[src/rtl/dacld_pkg.sv]
// Package: shared sizes and channel indices for the dual converter word loader.
// Assumes exactly two channels whose words share one serial frame.
package dacld_pkg;
    // Default width of one channel's code.
    localparam int DEF_CODE_W = 12;
    // Number of channels carried by one frame.
    localparam int NUM_CH = 2;

    // Channel index; also the field index inside the shift register
    // (channel A occupies the low field, channel B the high field).
    typedef enum logic {
        CH_A = 1'b0,
        CH_B = 1'b1
    } chan_e;
endpackage

[src/rtl/dacld_edge.sv]
// Module: rising-transition detector for a sampled serial clock.
// Assumes the input is already synchronous to clk; reports one pulse per
// low-to-high change, however long the level stays high afterwards.
module dacld_edge (
    input  logic clk,
    input  logic rst_n,
    input  logic sig_i,
    output logic rise_o
);
    logic sig_q;

    // Remember the previous sampled level of the input.
    always_ff @(posedge clk) begin
        if (!rst_n) begin
            sig_q <= 1'b0;
        end else begin
            sig_q <= sig_i;
        end
    end

    // A rise is a high level now that was low one cycle ago.
    always_comb begin
        rise_o = sig_i & ~sig_q;
    end
endmodule

[src/rtl/dacld_shift.sv]
// Module: serial-in shift register holding one full frame.
// New bits enter at bit 0 and older bits move towards the top, so the first
// bit of a frame ends in the most significant position. Clear is asynchronous.
module dacld_shift #(
    parameter int FRAME_W = 24
) (
    input  logic               clk,
    input  logic               rst_n,
    input  logic               clr_i,
    input  logic               shift_en_i,
    input  logic               sdi_i,
    output logic [FRAME_W-1:0] frame_o
);
    logic [FRAME_W-1:0] frame_q;
    logic [FRAME_W-1:0] frame_nxt;

    // Next frame value: shift one place up and append the new bit.
    always_comb begin
        frame_nxt = {frame_q[FRAME_W-2:0], sdi_i};
    end

    // Frame storage: clear, reset, shift on enable, otherwise hold.
    always_ff @(posedge clk or posedge clr_i) begin
        if (clr_i) begin
            frame_q <= '0;
        end else if (!rst_n) begin
            frame_q <= '0;
        end else if (shift_en_i) begin
            frame_q <= frame_nxt;
        end
    end

    assign frame_o = frame_q;
endmodule

[src/rtl/dacld_chan.sv]
// Module: one channel's output code register.
// Takes a new code when its load enable is high at a clock edge; clear zeroes
// it at once and beats both reset and load.
module dacld_chan #(
    parameter int CODE_W = 12
) (
    input  logic              clk,
    input  logic              rst_n,
    input  logic              clr_i,
    input  logic              load_i,
    input  logic [CODE_W-1:0] code_i,
    output logic [CODE_W-1:0] code_o
);
    logic [CODE_W-1:0] code_q;

    // Code storage with asynchronous clear taking priority.
    always_ff @(posedge clk or posedge clr_i) begin
        if (clr_i) begin
            code_q <= '0;
        end else if (!rst_n) begin
            code_q <= '0;
        end else if (load_i) begin
            code_q <= code_i;
        end
    end

    assign code_o = code_q;
endmodule

[src/rtl/dual_dac_loader.sv]
// Module: top of the dual-channel serial loader.
// Samples the serial clock, shifts a two-word frame while chip select is low,
// and copies each channel's field to its output register on that channel's
// load strobe. Assumes all serial pins are synchronous to clk.
module dual_dac_loader #(
    parameter int CODE_W = dacld_pkg::DEF_CODE_W
) (
    input  logic              clk,
    input  logic              rst_n,
    input  logic              clr_i,
    input  logic              cs_n_i,
    input  logic              sclk_i,
    input  logic              sdi_i,
    input  logic              load_a_i,
    input  logic              load_b_i,
    output logic [CODE_W-1:0] code_a_o,
    output logic [CODE_W-1:0] code_b_o
);
    import dacld_pkg::*;

    localparam int FRAME_W = NUM_CH * CODE_W;

    logic                  sclk_rise;
    logic                  shift_en;
    logic [FRAME_W-1:0]    shift_q;
    logic [NUM_CH-1:0]     load_req;
    logic [NUM_CH-1:0]     load_ok;
    logic [CODE_W-1:0]     code_arr [NUM_CH];

    // Serial clock edge detection.
    dacld_edge u_edge (
        .clk    (clk),
        .rst_n  (rst_n),
        .sig_i  (sclk_i),
        .rise_o (sclk_rise)
    );

    // Shift only on a serial clock rise while selected.
    always_comb begin
        shift_en = sclk_rise & ~cs_n_i;
    end

    dacld_shift #(
        .FRAME_W (FRAME_W)
    ) u_shift (
        .clk        (clk),
        .rst_n      (rst_n),
        .clr_i      (clr_i),
        .shift_en_i (shift_en),
        .sdi_i      (sdi_i),
        .frame_o    (shift_q)
    );

    // Gather the per-channel load strobes into a vector indexed by channel.
    always_comb begin
        load_req         = '0;
        load_req[CH_A]   = load_a_i;
        load_req[CH_B]   = load_b_i;
    end

    // One output register per channel, fed from its own field of the frame.
    for (genvar ch = 0; ch < NUM_CH; ch++) begin : g_chan
        // Accept a strobe only while chip select is active.
        always_comb begin
            load_ok[ch] = load_req[ch] & ~cs_n_i;
        end

        dacld_chan #(
            .CODE_W (CODE_W)
        ) u_chan (
            .clk    (clk),
            .rst_n  (rst_n),
            .clr_i  (clr_i),
            .load_i (load_ok[ch]),
            .code_i (shift_q[ch*CODE_W +: CODE_W]),
            .code_o (code_arr[ch])
        );
    end

    assign code_a_o = code_arr[CH_A];
    assign code_b_o = code_arr[CH_B];
endmodule

[config.mk]
export PLATFORM = sky130hd
export DESIGN_NAME = dual_dac_loader
export DESIGN_NICKNAME = d
export VERILOG_FILES = /design/src/rtl/dacld_pkg.sv /design/src/rtl/dacld_edge.sv /design/src/rtl/dacld_shift.sv /design/src/rtl/dacld_chan.sv /design/src/rtl/dual_dac_loader.sv
export SDC_FILE = /design/constraint.sdc
export NUM_CORES = 1
export LEC_CHECK = 0
export BUFFER_PORTS_ARGS = -buffer_cell sky130_fd_sc_hd__clkbuf_2
export CORE_MARGIN = 3
export CORE_UTILIZATION = 55
export DETAILED_ROUTE_END_ITERATION = 16
export PLACE_DENSITY_LB_ADDON = 0.15
export SYNTH_ARGS = -nofsm -noshare
export SYNTH_HDL_FRONTEND = slang
export SYNTH_SLANG_ARGS = --single-unit
[constraint.sdc]
create_clock -name clk -period 1.63 [get_ports clk]
set_input_delay 0.163 -clock clk [delete_from_list [all_inputs] [get_ports clk]]
set_output_delay 0.163 -clock clk [all_outputs]
set_load 0.005 [all_outputs]
==> flow_metrics.tcl <==
set metrics [dict create \
    vias_per_cell 5.25 \
    grt_overflow 0 \
    instances_no_fill 289 \
    timing.hold.ws_ps 92.5 \
    p_int_mw 1.86 \
    final_common_cell "nand2_1" \
    synthToLayoutAreaGrowth_pct 15.3 \
    num_vias 1517 \
    p_leak_nw 1.07 \
    final_max_slew_viol_count 0 \
    clock_path_buffers 2 \
    hold_path.class "in -> reg" \
    gr-usage-all-layers_pct 19.4 \
    cp.required_ps 1850 \
    post_dp_cell_area_um2 2240 \
    cts_tree "built" \
    setup_violations 0 \
    portBuffers 31 \
    synthDistinctLibCells 17 \
    antenna_cells 0 \
    syn-num-nets 225 \
    design_area_um2 2380 \
    synthesis.instances 217 \
    period_share_pct 65.1 \
    dieWidth_um 67.3 \
    hold_viol 0 \
    rsz0062_at_grt "false" \
    worstPathCellList "nor3b_4 > buf_12 > nand3_1 > o21ai_0" \
    cp_top_family "flip-flops" \
    cts_htree_levels 2 \
    clkPwrFrac_pct 42.6 \
    yosys.area.top_type "dfrtp_1" \
    crit_buf_inv 1 \
    tightest_slew_ps 493 \
    worst_path_max_delay_cell "dfxtp_1" \
    layout_common_cells "nand2_1 (72), dfrtp_1 (48), clkbuf_2 (31), a21boi_0 (24), nand3_1 (24)" \
    wl_per_cell_um 12.8 \
    vdd.ir_drop.worst_mv 0.626 \
    cpPeakStageDelay_ps 330 \
    numCtsBuffers 5 \
    setup_tns_ps 0 \
    ios 32 \
    synth.yosys.seq_area_share_pct 59.0 \
    coreArea_um2 3470 \
    post_cts_resized 0 \
    fp-row-count 21 \
    yosysWarningCount 0 \
    crit_fanout 48 \
    grt_start_max_net_pins 74 \
    ys_top_cells_by_area "dfrtp_1 (58%), nand2_1 (13%), a21boi_0 (8.7%)" \
    total_power_mw 2.34 \
    path_class "reg -> reg" \
    dp_cells 280 \
    drt_first_pass_iters 4 \
    crit_arrival_ps 1280 \
    nets 250 \
    netlist.area_leader.share_pct 58.1 \
    final.fill_count 293 \
    post_cts_buffers 0 \
    drc 0 \
    grt_pass1_wl_um 6440 \
    initial_utilization_pct 59.6 \
    start_kind "register" \
    cellPowerDensity_nw_per_um2 982 \
    end_kind "register" \
    timing.max_cap.violations 0 \
    dieArea_um2 4530 \
    routed_wl_um 3710 \
    ant_nets 0 \
    clk_latency_ps 300 \
    path_clk_slew_ps 80 \
    avgSynthCellArea_um2 9.53 \
    final.min_clock_period_ps 1060 \
    syn_area_um2 2070 \
    drt_iter0_drc 124 \
    drive_gt1_share_pct 18.1 \
    hpwl_um 2290 \
    max_freq_mhz 942 \
    root_buffer "clkbuf_8" \
    p_comb_share_pct 5.3 \
    gp_congestion 0.730 \
    rrSetupSlack_ps 570 \
    fin_skew_ps 5.31 \
    die_y_um 67.3 \
    ys_seq_elements 49 \
    power_frac_seq_pct 52.1 \
    antenna_found_initial 0 \
    outcome "complete, no violations" \
    maxSlewHeadroom_pct 67.1 \
    cts_hold_repair.buffers 1 \
    swShare_pct 20.4 \
    cts_sinks 49 \
    power.switching_mw 0.479 \
    first_global_vias 1471 \
]
tightest hold or removal path, cell delays in order:
cell,delay (ps)
clkbuf_2,70
nand3_1,60
o21ai_0,60
Yosys cell counts:
cell type / number
a21boi_0: 24
and2b_1: 2
nand3_1: 24
clkbuf_2: 2
and2_1: 1
nor3b_2: 1
inv_1: 1
dfxtp_1: 1
o21ai_1: 2
buf_2: 8
buf_8: 2
nand2_1: 72
dfrtp_1: 48
clkbuf_1: 4
o21ai_0: 22
buf_6: 1
nand2b_1: 2
final timing paths:
check,start,endpoint,cells past startpoint
setup / recovery,u_edge.sig_q,u_shift.frame_o[21],4
hold / removal,sdi_i,u_shift.frame_o[0],3
setup reg to reg,u_edge.sig_q,u_shift.frame_o[21],4
hold reg to reg,u_shift.frame_o[8],u_shift.frame_o[9],2
max in group asynchronous,clr_i,u_shift.frame_o[22],4
min in group asynchronous,clr_i,g_chan[0].u_chan.code_o[9],4
power groups by stage:
stage	clock [mW]	sequential, mW	combinational (mW)
6_report	0.998	1.22	0.124
5_1_grt	1.07	1.22	0.139
4_1_cts	1.03	1.22	0.127
3_5_place_dp	0	1.24	0.125
3_3_place_gp	0	1.24	0.124
2_1_floorplan	0	1.24	0.0927
metrics by stage:
step / setup WS (ps) / utilization (%)
6_report: 569 / 68.8
5_1_grt: 449 / 68.8
4_1_cts: 560 / 68.8
3_5_place_dp: 451 / 64.6
3_3_place_gp: 528 / 64.6
2_1_floorplan: 323 / -
area by class of cell:
class / instances / area (µm²) / share of cell area (%)
clock inverter: 3 / 65.1 / 2.73
sequential: 49 / 1220 / 51.2
clock buffer: 5 / 68.8 / 2.89
timing repair buffer: 35 / 225 / 9.44
tap: 46 / 57.6 / 2.41
inverter: 1 / 3.75 / 0.157
multi-input combinational: 150 / 743 / 31.2
flip-flops by register name, indices dropped and copies added, names as in the netlist:
signal	flops
g_chan.u_chan.code_o	24
u_shift.frame_o	24
u_edge.sig_q	1
cell families (layout without fill, tap and decap cells):
logic type / count (synthesis) / in the layout / share of synthesized area, %
simple gates: 102 / 102 / 21.1
flops: 49 / 49 / 59.0
compound gates: 48 / 48 / 14.5
buf+inv: 18 / 44 / 5.32
layer usage:
layer / track usage (%) / vias to the layer above / part of all wire [%]
li1: - / 766 / -
met1: 23.6 / 721 / 47
met2: 31.8 / 25 / 49
met3: 3.99 / 5 / 2.8
met4: 11.6 / 0 / 1.3
met5: 0 / - / 0
No activity file was read; power rests on OpenSTA's default activity.
